File: config.mk
export PLATFORM = sky130hd
export DESIGN_NAME = ocp_hiccup_ctrl
export DESIGN_NICKNAME = d
export VERILOG_FILES = /design/src/rtl/ocp_pkg.sv /design/src/rtl/ocp_fold_gate.sv /design/src/rtl/ocp_event_cnt.sv /design/src/rtl/ocp_hold_fsm.sv /design/src/rtl/ocp_hiccup_ctrl.sv
export SDC_FILE = /design/constraint.sdc
export NUM_CORES = 1
export LEC_CHECK = 0
export BUFFER_PORTS_ARGS = -buffer_cell sky130_fd_sc_hd__buf_2
export CAP_MARGIN = 20
export CORE_AREA = 2 2 89 91
export DETAILED_ROUTE_END_ITERATION = 12
export DIE_AREA = 0 0 91 93
export PLACE_DENSITY = 0.75
export SLEW_MARGIN = 25
export SYNTH_ARGS = -nofsm -noshare
export SYNTH_HDL_FRONTEND = slang
export SYNTH_SLANG_ARGS = --single-unit
File: constraint.sdc
create_clock -name clk_i -period 2.55 [get_ports clk_i]
set_input_delay 0.1275 -clock clk_i [delete_from_list [all_inputs] [get_ports clk_i]]
set_output_delay 0.1275 -clock clk_i [all_outputs]
set_load 0.03 [all_outputs]
File: src/rtl/ocp_pkg.sv
package ocp_pkg;
  typedef enum logic {
    HS_RUN  = 1'b0,
    HS_HOLD = 1'b1
  } hold_state_e;
endpackage

File: src/rtl/ocp_fold_gate.sv
module ocp_fold_gate #(
  parameter int FOLD_DIV = 4
) (
  input  logic clk_i,
  input  logic rst_ni,
  input  logic run_i,
  input  logic trig_i,
  input  logic tick_i,
  input  logic ilim_i,
  input  logic fb_low_i,
  input  logic oc_evt_i,
  output logic hs_on_o,
  output logic fold_o
);
  localparam int DIV_W = (FOLD_DIV > 1) ? $clog2(FOLD_DIV) : 1;
  localparam logic [DIV_W-1:0] DIV_LAST = DIV_W'(FOLD_DIV - 1);

  logic             fold_q, dirty_q;
  logic [DIV_W-1:0] div_q;
  logic             pass, stress, enter, leave;

  assign pass    = !fold_q || (div_q == DIV_LAST);
  assign hs_on_o = tick_i && run_i && pass;
  assign stress  = ilim_i || fb_low_i;
  assign enter   = oc_evt_i && fb_low_i && !fold_q;
  // a full period without stress closes at a pulse with no stress either
  assign leave   = hs_on_o && fold_q && !dirty_q && !stress;
  assign fold_o  = fold_q;

  always_ff @(posedge clk_i or negedge rst_ni) begin
    if (!rst_ni) begin
      fold_q  <= 1'b0;
      dirty_q <= 1'b0;
      div_q   <= '0;
    end else if (!run_i || trig_i) begin
      fold_q  <= 1'b0;
      dirty_q <= 1'b0;
      div_q   <= '0;
    end else begin
      dirty_q <= hs_on_o ? stress : (dirty_q || stress);
      if (enter) begin
        fold_q <= 1'b1;
        div_q  <= '0;
      end else if (leave) begin
        fold_q <= 1'b0;
        div_q  <= '0;
      end else if (fold_q && tick_i) begin
        div_q  <= (div_q == DIV_LAST) ? '0 : div_q + DIV_W'(1);
      end
    end
  end

  p_fold_cause_r5: assert property (@(posedge clk_i) disable iff (!rst_ni)
    $rose(fold_q) |-> $past(oc_evt_i && fb_low_i));

  p_fold_exit_clean_r6: assert property (@(posedge clk_i) disable iff (!rst_ni)
    ($fell(fold_q) && $past(run_i) && !$past(trig_i)) |-> $past(!ilim_i && !fb_low_i && tick_i));

  p_no_pulse_off_r3: assert property (@(posedge clk_i) disable iff (!rst_ni)
    !run_i |-> !hs_on_o);
endmodule

File: src/rtl/ocp_event_cnt.sv
module ocp_event_cnt #(
  parameter int CNT_W     = 4,
  parameter int CLEAN_RUN = 15
) (
  input  logic             clk_i,
  input  logic             rst_ni,
  input  logic             run_i,
  input  logic             hs_on_i,
  input  logic             ilim_i,
  input  logic             pgood_i,
  input  logic             en_i,
  output logic             oc_evt_o,
  output logic             kill_o,
  output logic             trig_o,
  output logic [CNT_W-1:0] cnt_o
);
  localparam logic [CNT_W-1:0] TC     = {CNT_W{1'b1}};
  localparam int               CL_W   = $clog2(CLEAN_RUN + 1);
  localparam logic [CL_W-1:0]  CL_END = CL_W'(CLEAN_RUN - 1);

  logic [CNT_W-1:0] cnt_q, cnt_inc;
  logic [CL_W-1:0]  clean_q;
  logic             act_q, kill_q;
  logic             oc_evt, clean_close;

  assign oc_evt      = ilim_i && run_i && act_q && !kill_q;
  assign cnt_inc     = (cnt_q == TC) ? TC : cnt_q + CNT_W'(1);
  assign clean_close = hs_on_i && act_q && !kill_q && !oc_evt;
  assign trig_o      = oc_evt && (cnt_inc == TC) && !pgood_i && en_i;
  assign oc_evt_o    = oc_evt;
  assign kill_o      = kill_q;
  assign cnt_o       = cnt_q;

  always_ff @(posedge clk_i or negedge rst_ni) begin
    if (!rst_ni) begin
      cnt_q   <= '0;
      clean_q <= '0;
      act_q   <= 1'b0;
      kill_q  <= 1'b0;
    end else if (!run_i || trig_o) begin
      cnt_q   <= '0;
      clean_q <= '0;
      act_q   <= 1'b0;
      kill_q  <= 1'b0;
    end else begin
      if (oc_evt) begin
        cnt_q   <= cnt_inc;
        clean_q <= '0;
      end else if (clean_close) begin
        if (clean_q == CL_END) begin
          cnt_q   <= '0;
          clean_q <= '0;
        end else begin
          clean_q <= clean_q + CL_W'(1);
        end
      end
      act_q  <= act_q || hs_on_i;
      kill_q <= hs_on_i ? 1'b0 : (kill_q || oc_evt);
    end
  end

  p_cnt_step_r2: assert property (@(posedge clk_i) disable iff (!rst_ni)
    1'b1 |=> (cnt_q == $past(cnt_q)) || (cnt_q == $past(cnt_q) + CNT_W'(1)) || (cnt_q == '0));

  p_one_evt_per_period_r2: assert property (@(posedge clk_i) disable iff (!rst_ni)
    (oc_evt && !hs_on_i) |=> !oc_evt_o);

  p_clean_bound_r4: assert property (@(posedge clk_i) disable iff (!rst_ni)
    clean_q < CL_W'(CLEAN_RUN));

  p_idle_clear_r8: assert property (@(posedge clk_i) disable iff (!rst_ni)
    !run_i |=> (cnt_q == '0) && !act_q);
endmodule

File: src/rtl/ocp_hold_fsm.sv
module ocp_hold_fsm
  import ocp_pkg::*;
#(
  parameter int SS_W      = 16,
  parameter int HOLD_MULT = 3
) (
  input  logic            clk_i,
  input  logic            rst_ni,
  input  logic            trig_i,
  input  logic [SS_W-1:0] ss_ticks_i,
  output logic            run_o,
  output logic            hiccup_o,
  output logic            hiccup_evt_o,
  output logic            ss_start_o
);
  localparam int LIM_W = SS_W + $clog2(HOLD_MULT + 1);

  hold_state_e      st_q;
  logic [LIM_W-1:0] hold_q, lim_q;
  logic             evt_q, ss_q;

  assign run_o        = (st_q == HS_RUN);
  assign hiccup_o     = (st_q == HS_HOLD);
  assign hiccup_evt_o = evt_q;
  assign ss_start_o   = ss_q;

  always_ff @(posedge clk_i or negedge rst_ni) begin
    if (!rst_ni) begin
      st_q   <= HS_RUN;
      hold_q <= '0;
      lim_q  <= '0;
      evt_q  <= 1'b0;
      ss_q   <= 1'b0;
    end else begin
      evt_q <= 1'b0;
      ss_q  <= 1'b0;
      unique case (st_q)
        HS_RUN: if (trig_i) begin
          st_q   <= HS_HOLD;
          hold_q <= '0;
          lim_q  <= LIM_W'(ss_ticks_i) * LIM_W'(HOLD_MULT);
          evt_q  <= 1'b1;
        end
        HS_HOLD: if ((hold_q + LIM_W'(1)) >= lim_q) begin
          st_q <= HS_RUN;
          ss_q <= 1'b1;
        end else begin
          hold_q <= hold_q + LIM_W'(1);
        end
        default: st_q <= HS_RUN;
      endcase
    end
  end

  p_entry_pulse_r3: assert property (@(posedge clk_i) disable iff (!rst_ni)
    hiccup_evt_o |-> hiccup_o && $past(st_q == HS_RUN) && $past(trig_i));

  p_restart_pulse_r7: assert property (@(posedge clk_i) disable iff (!rst_ni)
    ss_start_o |-> run_o && $past(st_q == HS_HOLD));

  p_hold_bound_r7: assert property (@(posedge clk_i) disable iff (!rst_ni)
    hiccup_o |-> hold_q < lim_q || lim_q == '0);
endmodule

File: src/rtl/ocp_hiccup_ctrl.sv
module ocp_hiccup_ctrl #(
  parameter int CNT_W     = 4,
  parameter int CLEAN_RUN = 15,
  parameter int FOLD_DIV  = 4,
  parameter int SS_W      = 16,
  parameter int HOLD_MULT = 3
) (
  input  logic             clk_i,
  input  logic             rst_ni,
  input  logic             osc_tick_i,
  input  logic             ilim_i,
  input  logic             fb_low_i,
  input  logic             pgood_i,
  input  logic             hiccup_en_i,
  input  logic [SS_W-1:0]  ss_ticks_i,
  input  logic             hs_req_i,
  input  logic             ls_req_i,
  input  logic             oc_clr_i,
  output logic             hs_on_o,
  output logic             hs_drv_o,
  output logic             ls_drv_o,
  output logic             fold_o,
  output logic [CNT_W-1:0] oc_count_o,
  output logic             oc_flag_o,
  output logic             hiccup_o,
  output logic             hiccup_event_o,
  output logic             ss_start_o
);
  logic run, trig, oc_evt, kill, hs_on, flag_q;

  ocp_hold_fsm #(.SS_W(SS_W), .HOLD_MULT(HOLD_MULT)) u_hold (
    .clk_i        (clk_i),
    .rst_ni       (rst_ni),
    .trig_i       (trig),
    .ss_ticks_i   (ss_ticks_i),
    .run_o        (run),
    .hiccup_o     (hiccup_o),
    .hiccup_evt_o (hiccup_event_o),
    .ss_start_o   (ss_start_o)
  );

  ocp_fold_gate #(.FOLD_DIV(FOLD_DIV)) u_fold (
    .clk_i    (clk_i),
    .rst_ni   (rst_ni),
    .run_i    (run),
    .trig_i   (trig),
    .tick_i   (osc_tick_i),
    .ilim_i   (ilim_i),
    .fb_low_i (fb_low_i),
    .oc_evt_i (oc_evt),
    .hs_on_o  (hs_on),
    .fold_o   (fold_o)
  );

  ocp_event_cnt #(.CNT_W(CNT_W), .CLEAN_RUN(CLEAN_RUN)) u_cnt (
    .clk_i    (clk_i),
    .rst_ni   (rst_ni),
    .run_i    (run),
    .hs_on_i  (hs_on),
    .ilim_i   (ilim_i),
    .pgood_i  (pgood_i),
    .en_i     (hiccup_en_i),
    .oc_evt_o (oc_evt),
    .kill_o   (kill),
    .trig_o   (trig),
    .cnt_o    (oc_count_o)
  );

  // on-time ends in the same clock the limit trips, and stays cut until the next turn-on
  assign hs_on_o  = hs_on;
  assign hs_drv_o = hs_req_i && run && !kill && !ilim_i;
  assign ls_drv_o = ls_req_i && run;
  assign oc_flag_o = flag_q;

  always_ff @(posedge clk_i or negedge rst_ni) begin
    if (!rst_ni)        flag_q <= 1'b0;
    else if (oc_evt)    flag_q <= 1'b1;
    else if (oc_clr_i)  flag_q <= 1'b0;
  end

  p_drv_off_r3: assert property (@(posedge clk_i) disable iff (!rst_ni)
    hiccup_o |-> !hs_drv_o && !ls_drv_o && !hs_on_o);

  p_cut_holds_r1: assert property (@(posedge clk_i) disable iff (!rst_ni)
    (oc_evt && !hs_on) |=> !hs_drv_o);

  p_flag_set_r9: assert property (@(posedge clk_i) disable iff (!rst_ni)
    oc_evt |=> oc_flag_o);
endmodule

==> results of run 1 <==
-- registers in the layout, summed over array words and instances, names as in the netlist, 2 cells and up --
| register | count |
|---|---|
| u_cnt.cnt_o | 4 |
| u_fold.div_q | 2 |
| u_hold.hold_q | 18 |
| u_cnt.clean_q | 4 |
| u_hold.lim_q | 18 |
-- power breakdown --
group | switching, W | leakage (nW) | internal [W]
Clock | 0.000310 | 0.0491 | 0.000203
Sequential | 0.0000000000000000000219 | 0.703 | 0.000856
Combinational | 0.000132 | 1.57 | 0.0000903
Total | 0.000442 | 2.32 | 0.00115
-- layer usage --
metal | wire, µm | GRT usage (%) | share of wire [%]
met5 | 0 | 0 | 0
met3 | 288 | 2.256 | 3.2
met2 | 4522 | 40.31 | 50
met1 | 4044 | 26.96 | 45
met4 | 151 | 6.818 | 1.7
-- per-stage QoR --
step	setup WS (ns)	area, µm²
final	-0.3469	4771
after global routing	-0.4971	4771
after CTS	-0.2638	4696
after detailed placement	-0.2794	4503
after global placement	-0.1754	4503
after floorplan	-0.05467	3985
-- cell type report --
type                       count  area, µm²  share of cell area (%)
multi-input combinational    337       2492                   52.24
tap                          102      127.6                   2.675
inverter                      32      120.1                   2.518
timing repair buffer          88      584.3                   12.25
sequential                    54       1351                   28.32
clock buffer                   5      68.82                   1.442
clock inverter                 3      26.28                  0.5507
-- critical path: cells and delay by family, from the launching register on --
family          cells  cell delay (ns)
compound gates      4             0.74
xor+xnor            1             0.22
fa+ha+maj           1             0.24
flops               1             0.38
simple gates        5             1.20
-- cells in the final DEF (no fill, tap or decap), types with 3 or more instances in the layout --
cell / n
ha_1: 39
xnor2_1: 13
dfrtp_1: 54
buf_6: 3
inv_1: 31
nand4_1: 13
nand3b_1: 4
o211a_1: 9
xor2_2: 3
o211ai_1: 4
a31o_2: 16
nor2_1: 29
a21oi_1: 25
clkbuf_8: 5
o21ai_0: 27
a21o_1: 3
nor3_1: 5
or3_1: 3
nand2_1: 39
xor2_1: 8
buf_4: 46
buf_2: 37
nand3_1: 15
o21ai_1: 3
nand2b_1: 9
o21a_1: 5
and4_1: 9
-- cells by family (layout without fill, tap and decap cells) --
| kind of cell | after synthesis | in the layout | synth area share (%) |
|---|---|---|---|
| fa+ha+maj | 41 | 41 | 13.18 |
| mux | 1 | 1 | 0.2534 |
| compound gates | 120 | 120 | 21.19 |
| flops | 54 | 54 | 34.21 |
| xor+xnor | 25 | 25 | 5.543 |
| simple gates | 150 | 150 | 20.30 |
| buf+inv | 48 | 128 | 5.321 |
-- worst max path at each step --
stage	from	to	slack (ns)	cells after the start
2_1_floorplan	u_hold.hold_q[2]	u_hold.hold_q[10]	-0.05	12
3_3_place_gp	u_hold.hold_q[5]	u_hold.hold_q[7]	-0.18	12
3_5_place_dp	u_hold.hold_q[3]	u_hold.hold_q[6]	-0.28	12
4_1_cts	u_hold.hold_q[5]	u_hold.hold_q[10]	-0.26	12
5_1_grt	u_hold.hold_q[6]	u_hold.hold_q[10]	-0.50	11
6_report	u_hold.hold_q[6]	u_hold.hold_q[10]	-0.35	11
-- timing repair --
| action | 4_1_cts | 5_1_grt |
|---|---|---|
| hold buffers | 2 | 0 |
| resized for setup | 11 | 12 |
| pin swaps | 13 | 11 |
| hold endpoints to repair | 55 | 0 |
| setup endpoints to repair | 20 | 23 |
| buffers inserted | 7 | 1 |
==> run summary, run 1 <==
Mapped Area -> 3950 µm²
area grow syn2layout -> 20.78%
crit start category -> register
root buffer cell -> clkbuf_8
fill cell total of the finished layout -> 646
placed insts -> 603
failing checks -> setup timing
core area -> 7527 µm²
FMAX -> 345.2 MHz
grt ovf -> 0
WL per Instance -> 14.50 µm
MaxCap Viol Count -> 0
Final period util -> 113.6%
HPWL Detailed -> 6664 µm
Gate Count Post-Synth -> 439
Hold WS -> 0.02453 ns
WS Path Type -> register to register
reg-to-reg endpoint -> u_hold.hold_q[10]
R2R Path Start -> u_hold.hold_q[6]
first-pass GRT wire length -> 15350 µm
P per Cell Area -> 333.4 nW/µm²
most frequent cell after synthesis -> dfrtp_1
Fin Clk Skew -> 0.01726 ns
Die Y -> 93 µm
vias in the first global route -> 3467
final WL -> 9006 µm
Clock transition at path regs -> 0.12 ns
Slew Limit Fails -> 0
number of CTS-inserted buffers -> 5
Longest Clk Path Bufs -> 2
crit path max fanout -> 8
largest net degree at the start of global routing -> 55
H-tree levels -> 2
library cells used by synthesis -> 62
Die Footprint -> 8463 µm²
drt first pass iters -> 4
worst skew pair latency -> 0.32 ns
RSZ-0062 raised after global routing -> true
Hold Path Class -> primary input to register
Endpoint, Worst Hold -> u_hold.lim_q[0]
global-route usage over all layers -> 21.86%
Worst EP arrival -> 3.11 ns
R2R depth -> 11
# IOs -> 38
fin worst setup slack -> -0.3469 ns
Area contributors post-synth -> dfrtp_1, ha_1, o21ai_0
setup TNS -> -5.444 ns
CP required -> 2.77 ns
post-layout util -> 63.38%
DRC Markers -> 0
Tmin final -> 2.897 ns
Iter 0 DRT Violations -> 201
clock sink count -> 54
Starting Density -> 52.48%
post-layout instance count excluding filler cells -> 621
post-synth top area cell -> dfrtp_1
status -> complete, but fails checks
most used cell, CP -> and4_1
FF-to-FF setup slack -> -0.35 ns
Final Setup Violations -> 20
n_diodes -> 0
Max transition margin -> 53.68%
Setup crit end kind -> register
PortBufs -> 37
post-route ant nets -> 0
Synth warnings -> 0
# rows -> 32
Vias -> 3530
hold depth -> 3
RD Place Congestion -> 0.8831
crit-path cells -> and4_1 -> nand4_4 -> nor3_4 -> xor2_2 -> ha_4 -> a21oi_2 -> o21a_1 -> and3_1 -> o211ai_1 -> and4_1 -> a31o_2
syn nets -> 506
EDFF count, synth -> 0
initial antenna violation count -> 0
share of the synthesized area in the top cell type -> 34.21%
Lkg Pwr -> 2.322 nW
Worst Max-Slew Pin Slew -> 0.6948 ns
CP max stage cell -> dfrtp_1
Avg Cell Area, Syn -> 8.998 µm²
most instantiated cells after synthesis -> dfrtp_1, ha_1, nand2_1, nor2_1, inv_1
endpoints failing hold -> 0
Most used DFF post-synth -> dfrtp_1
Crit path largest cell delay -> 0.38 ns
post-DR vias/cell -> 5.684
ratio of cells with drive above 1 in the final layout -> 25.82%
Hold Path Origin -> ss_ticks_i[0]
NumNets Final -> 585
CTS tree -> built
Worst IR Drop VDD -> 188.0 µV
die width -> 91 µm
asr flop ratio synth -> 100.0%
Seq/Total Area, Yosys -> 34.21%
total power -> 0.001591 W
FF+latch count, synth -> 54
(Power assumes the default switching activity.)
==> run 2: changes to the inputs <==
--- a/config.mk
+++ b/config.mk
@@ -5,13 +5,14 @@
 export SDC_FILE = /design/constraint.sdc
 export NUM_CORES = 1
 export LEC_CHECK = 0
-export BUFFER_PORTS_ARGS = -buffer_cell sky130_fd_sc_hd__buf_2
 export CAP_MARGIN = 20
-export CORE_AREA = 2 2 89 91
+export CORE_AREA = 2 2 87 89
 export DETAILED_ROUTE_END_ITERATION = 12
-export DIE_AREA = 0 0 91 93
+export DIE_AREA = 0 0 89 91
+export DONT_BUFFER_PORTS = 1
 export PLACE_DENSITY = 0.75
 export SLEW_MARGIN = 25
 export SYNTH_ARGS = -nofsm -noshare
 export SYNTH_HDL_FRONTEND = slang
+export SYNTH_HIERARCHICAL = 1
 export SYNTH_SLANG_ARGS = --single-unit
==> run summary, run 2 <==
n_diodes -> 0 (unchanged)
final WL -> 9330 µm (was 9006 µm)
ratio of cells with drive above 1 in the final layout -> 24.05% (was 25.82%)
WL per Instance -> 14.88 µm (was 14.50 µm)
Slew Limit Fails -> 0 (unchanged)
Most used DFF post-synth -> dfrtp_1 (unchanged)
Worst EP arrival -> 3.57 ns (was 3.11 ns)
root buffer cell -> clkbuf_8 (unchanged)
drt first pass iters -> 5 (was 4)
first-pass GRT wire length -> 15060 µm (was 15350 µm)
fill cell total of the finished layout -> 549 (was 646)
R2R depth -> 11 (unchanged)
Vias -> 3591 (was 3530)
Multi-input gate area -> 2745 µm² (was 2492 µm²)
post-layout util -> 70.83% (was 63.38%)
Die Footprint -> 8099 µm² (was 8463 µm²)
Worst Max-Slew Pin Slew -> 0.5378 ns (was 0.6948 ns)
clock sink count -> 54 (unchanged)
status -> complete, but fails checks (unchanged)
Final Setup Violations -> 20 (unchanged)
Clock transition at path regs -> 0.10 ns (was 0.12 ns)
Die Y -> 91 µm (was 93 µm)
post-layout instance area -> 5055 µm² (was 4771 µm²)
most frequent cell after synthesis -> dfrtp_1 (unchanged)
Seq/Total Area, Yosys -> 33.61% (was 34.21%)
DRC Markers -> 0 (unchanged)
Tmin final -> 3.375 ns (was 2.897 ns)
FF+latch area -> 1351 µm² (unchanged)
library cells used by synthesis -> 58 (was 62)
# rows -> 31 (was 32)
crit path max fanout -> 6 (was 8)
# IOs -> 38 (unchanged)
RD Place Congestion -> 0.8087 (was 0.8831)
largest net degree at the start of global routing -> 55 (unchanged)
syn nets -> 528 (was 506)
total power -> 0.002418 W (was 0.001591 W)
Synth warnings -> 6 (was 0)
endpoints failing hold -> 0 (unchanged)
post-synth top area cell -> dfrtp_1 (unchanged)
post-layout instance count excluding filler cells -> 627 (was 621)
FF+latch count, synth -> 54 (unchanged)
Area after DPL -> 4617 µm² (was 4503 µm²)
WS Path Type -> register to register (unchanged)
H-tree levels -> 2 (unchanged)
Setup crit end kind -> register (unchanged)
Iter 0 DRT Violations -> 144 (was 201)
Place WS -> -0.7706 ns (was -0.2794 ns)
number of CTS-inserted buffers -> 5 (unchanged)
CTS tree -> built (unchanged)
Fin Clk Skew -> 0.01124 ns (was 0.01726 ns)
RSZ-0062 raised after global routing -> true (unchanged)
Gate Count Post-Synth -> 461 (was 439)
P per Cell Area -> 478.3 nW/µm² (was 333.4 nW/µm²)
initial antenna violation count -> 0 (unchanged)
leading cell type in the layout, fill and taps excluded -> buf_4 (was dfrtp_1)
global-route usage over all layers -> 23.07% (was 21.86%)
FMAX -> 296.3 MHz (was 345.2 MHz)
CP required -> 2.75 ns (was 2.77 ns)
Mapped Area -> 4020 µm² (was 3950 µm²)
post-route ant nets -> 0 (unchanged)
grt ovf -> 0 (unchanged)
Worst IR Drop VDD -> 237.5 µV (was 188.0 µV)
Avg Cell Area, Syn -> 8.720 µm² (was 8.998 µm²)
PortBufs -> 0 (was 37)
share of the synthesized area in the top cell type -> 33.61% (was 34.21%)
Longest Clk Path Bufs -> 2 (unchanged)
failing checks -> setup timing (unchanged)
most instantiated cells after synthesis -> dfrtp_1, nand2_1, ha_1, inv_1, nor2_1 (was dfrtp_1, ha_1, nand2_1, nor2_1, inv_1)
Hold Path Class -> primary input to register (unchanged)
core area -> 7137 µm² (was 7527 µm²)
area grow syn2layout -> 25.74% (was 20.78%)
Max transition margin -> 63.22% (was 53.68%)
vias in the first global route -> 3524 (was 3467)
placed insts -> 604 (was 603)
hold depth -> 2 (was 3)
Starting Density -> 56.33% (was 52.48%)
die width -> 89 µm (was 91 µm)
MaxCap Viol Count -> 0 (unchanged)
asr flop ratio synth -> 100.0% (unchanged)
most frequent cells in the layout -> buf_4, dfrtp_1, nand2_1 (was dfrtp_1, buf_4, nand2_1, ha_1, buf_2)
crit start category -> register (unchanged)
worst skew pair latency -> 0.32 ns (about the same)
Final period util -> 132.4% (was 113.6%)
Area contributors post-synth -> dfrtp_1, ha_1, nand2_1 (was dfrtp_1, ha_1, o21ai_0)
fin worst setup slack -> -0.8251 ns (was -0.3469 ns)
EDFF count, synth -> 0 (unchanged)
post-DR vias/cell -> 5.727 (was 5.684)
Largest regs -> u_hold/hold_q: 18 flops, u_hold/lim_q: 18 flops (was u_hold.hold_q: 18 flops, u_hold.lim_q: 18 flops)
NumNets Final -> 594 (was 585)
HPWL Detailed -> 6519 µm (was 6664 µm)
Lkg Pwr -> 2.372 nW (was 2.322 nW)
## run 2: repair_timing
item	in CTS	in global routing
hold endpoints to repair	58	0
setup endpoints to repair	20	21
buffers inserted	3	7
pin swaps	9	21
hold buffers	7	0
gates cloned	1	0
gates resized for setup	17	19
## run 2: through the flow
stage / setup TNS, ns / hold WS (ns)
after floorplan: -17.35 / -0.1681
after global placement: -12.98 / -0.1663
after detailed placement: -14.68 / -0.1663
after CTS: -12.90 / 0.03077
after global routing: -17.47 / 0.03744
final: -14.73 / 0.03232
## run 2: worst paths after layout
check / startpoint / to / slack [ns]
hold / removal: ilim_i / u_cnt/kill_o / 0.03
hold reg to reg: u_hold/lim_q[7] / u_hold/lim_q[7] / 0.49
setup reg to reg: u_hold/hold_q[8] / u_hold/hold_q[9] / -0.83
max in group asynchronous: rst_ni / u_hold/hold_q[11] / 1.99
min in group asynchronous: rst_ni / u_hold/hold_q[2] / 0.33
setup / recovery: u_hold/hold_q[8] / u_hold/hold_q[9] / -0.83
## run 2: metal layers
metal	global-route usage, %	wire (µm)	share of wire, %
met3	3.727	369	4.0
met4	8.706	276	3.0
met1	28.13	4041	43
met5	0	0	0
met2	40.11	4642	50
## run 2: report_power, final
group / switching [W] / total, W / internal (W)
Sequential: 0.000107 / 0.00105 / 0.000945
Clock: 0.000287 / 0.000511 / 0.000224
Combinational: 0.000496 / 0.000854 / 0.000358
## run 2: critical path: stages (launching register included)
cell	delay, ns
dfrtp_1	0.37
and4_1	0.22
or4b_4	0.49
or4_4	0.45
xnor2_2	0.16
ha_1	0.30
nand4_1	0.11
nor2_1	0.07
a221oi_2	0.34
nand2_2	0.14
nor2_4	0.27
mux2_4	0.33
## run 2: kinds of logic after synthesis
logic type | count (synthesis) | share of synthesized area [%]
buf+inv | 49 | 4.637
simple gates | 172 | 22.07
flops | 54 | 33.61
xor+xnor | 24 | 5.229
compound gates | 103 | 16.87
fa+ha+maj | 41 | 12.95
mux | 18 | 4.637
## run 2: layout make-up
cell class                      instances  area share, %
Multi-Input combinational cell        358          54.31
Sequential cell                        54          26.73
Inverter                               35          2.624
Tap cell                               99          2.450
Clock buffer                            6          1.634
Clock inverter                          2         0.3218
Timing Repair Buffer                   73          11.93
==> run 3: changes to the inputs <==
--- a/config.mk
+++ b/config.mk
@@ -11,6 +11,7 @@
 export DIE_AREA = 0 0 89 91
 export DONT_BUFFER_PORTS = 1
 export PLACE_DENSITY = 0.75
+export REMOVE_ABC_BUFFERS = 1
 export SLEW_MARGIN = 25
 export SYNTH_ARGS = -nofsm -noshare
 export SYNTH_HDL_FRONTEND = slang
==> run summary, run 3 (synthesized netlist as in run 2, its figures left out) <==
Worst IR Drop VDD -> 274.3 µV (was 237.5 µV)
n_diodes -> 0 (unchanged)
Tmin final -> 3.472 ns (was 3.375 ns)
RSZ-0062 raised after global routing -> true (unchanged)
Fin Clk Skew -> 0.01246 ns (was 0.01124 ns)
Die Footprint -> 8099 µm² (unchanged)
Hold Path Class -> primary input to register (unchanged)
PortBufs -> 0 (unchanged)
crit start category -> register (unchanged)
Starting Density -> 56.33% (unchanged)
met2 usage -> 43.66% (was 40.11%)
WL per Instance -> 16.22 µm (was 14.88 µm)
Final Setup Violations -> 20 (unchanged)
Longest Clk Path Bufs -> 2 (unchanged)
Setup crit end kind -> register (unchanged)
Die Y -> 91 µm (unchanged)
HPWL Detailed -> 6660 µm (was 6519 µm)
P per Cell Area -> 489.4 nW/µm² (was 478.3 nW/µm²)
global-route usage over all layers -> 24.78% (was 23.07%)
Vias -> 3707 (was 3591)
Lkg Pwr -> 2.501 nW (was 2.372 nW)
Max transition margin -> 64.99% (was 63.22%)
core area -> 7137 µm² (unchanged)
busiest layer in global routing -> met2 (unchanged)
post-layout instance area -> 5218 µm² (was 5055 µm²)
endpoints failing hold -> 0 (unchanged)
Largest regs -> u_hold/hold_q: 18 flops, u_hold/lim_q: 18 flops (unchanged)
post-route ant nets -> 0 (unchanged)
Slew Limit Fails -> 0 (unchanged)
Hold WS -> 0.01004 ns (was 0.03232 ns)
die width -> 89 µm (unchanged)
NumNets Final -> 604 (was 594)
vias in the first global route -> 3540 (was 3524)
final WL -> 10330 µm (was 9330 µm)
failing checks -> setup timing (unchanged)
most frequent cells in the layout -> buf_4, dfrtp_1, nand2_1 (unchanged)
Place WS -> -0.9069 ns (was -0.7706 ns)
# rows -> 31 (unchanged)
root buffer cell -> clkbuf_8 (unchanged)
fin worst setup slack -> -0.9224 ns (was -0.8251 ns)
CTS tree -> built (unchanged)
H-tree levels -> 2 (unchanged)
status -> complete, but fails checks (unchanged)
crit path max fanout -> 6 (unchanged)
initial antenna violation count -> 0 (unchanged)
largest net degree at the start of global routing -> 55 (unchanged)
Clock transition at path regs -> 0.10 ns (about the same)
met3 Track Usage GR -> 3.364% (was 3.727%)
WS Path Type -> register to register (unchanged)
DRC Markers -> 0 (unchanged)
met1 usage -> 30.39% (was 28.13%)
total power -> 0.002553 W (was 0.002418 W)
post-DR vias/cell -> 5.819 (was 5.727)
Iter 0 DRT Violations -> 193 (was 144)
number of CTS-inserted buffers -> 5 (unchanged)
worst skew pair latency -> 0.31 ns (was 0.32 ns)
area grow syn2layout -> 29.79% (was 25.74%)
Area after DPL -> 4578 µm² (was 4617 µm²)
grt ovf -> 0 (unchanged)
drt first pass iters -> 5 (unchanged)
clock sink count -> 54 (unchanged)
MaxCap Viol Count -> 0 (unchanged)
first-pass GRT wire length -> 15870 µm (was 15060 µm)
leading cell type in the layout, fill and taps excluded -> buf_4 (unchanged)
# IOs -> 38 (unchanged)
FMAX -> 288.0 MHz (was 296.3 MHz)
ratio of cells with drive above 1 in the final layout -> 26.21% (was 24.05%)
RD Place Congestion -> 0.8208 (was 0.8087)
Worst EP arrival -> 3.68 ns (was 3.57 ns)
Final period util -> 136.2% (was 132.4%)
CP required -> 2.75 ns (about the same)
setup TNS -> -16.35 ns (was -14.73 ns)
Worst Max-Slew Pin Slew -> 0.5223 ns (was 0.5378 ns)
==> run 3: power breakdown <==
group	leakage [nW]	internal [W]	switching (W)
registers	0.685	0.000945	0.000101
logic	1.77	0.000402	0.000523
clock network	0.0504	0.000292	0.000289
==> run 3: what timing repair did <==
action / CTS / global route
setup buffers: 6 / 6
endpoints found under the setup margin: 20 / 21
endpoints found under the hold margin: 57 / 0
cloned: 1 / 0
hold buffers: 6 / 0
pin swaps: 15 / 25
resized for setup: 41 / 27
==> run 3: worst paths after layout <==
path / start / endpoint / slack, ns / cells past startpoint
setup / recovery: u_hold/hold_q[0] / u_hold/hold_q[8] / -0.92 / 16
hold / removal: ilim_i / u_cnt/kill_o / 0.01 / 2
setup reg to reg: u_hold/hold_q[0] / u_hold/hold_q[8] / -0.92 / 16
hold reg to reg: u_hold/lim_q[10] / u_hold/lim_q[10] / 0.49 / 2
max in group asynchronous: rst_ni / u_hold/hold_q[16] / 1.99 / 2
min in group asynchronous: rst_ni / u_fold/div_q[0] / 0.33 / 2
==> run 3: routing by layer <==
| metal | vias up | share of wire (%) |
|---|---|---|
| met2 | 103 | 53 |
| met5 | - | 0 |
| li1 | 1812 | - |
| met4 | 0 | 2.0 |
| met1 | 1777 | 41 |
| met3 | 15 | 4.1 |
==> run 3: area by class of cell <==
type,count,area (µm²)
Inverter,35,132.6
Fill cell,511,1919
Tap cell,99,123.9
Clock buffer,5,68.82
Multi-Input combinational cell,358,2796
Timing Repair Buffer,83,699.4
Clock inverter,3,45.04
Sequential cell,54,1351
==> run 3: critical path, stage by stage, from the launching register on <==
cell      delay, ns
dfrtp_1        0.38
buf_6          0.12
ha_4           0.12
and3_4         0.18
nand4_1        0.16
nor2_2         0.23
nand3_2        0.14
buf_4          0.17
xnor2_1        0.20
ha_1           0.27
nand4_1        0.13
nor2_2         0.06
a221oi_2       0.36
nand2_2        0.14
nor2_1         0.14
buf_4          0.21
mux2_4         0.33
==> run 3: metrics by stage <==
step                      utilization (%)  cells
final                               73.11    637
after global routing                73.11    637
after CTS                           70.28    631
after detailed placement            64.15    611
after global placement              64.15    611
after floorplan                         -    447
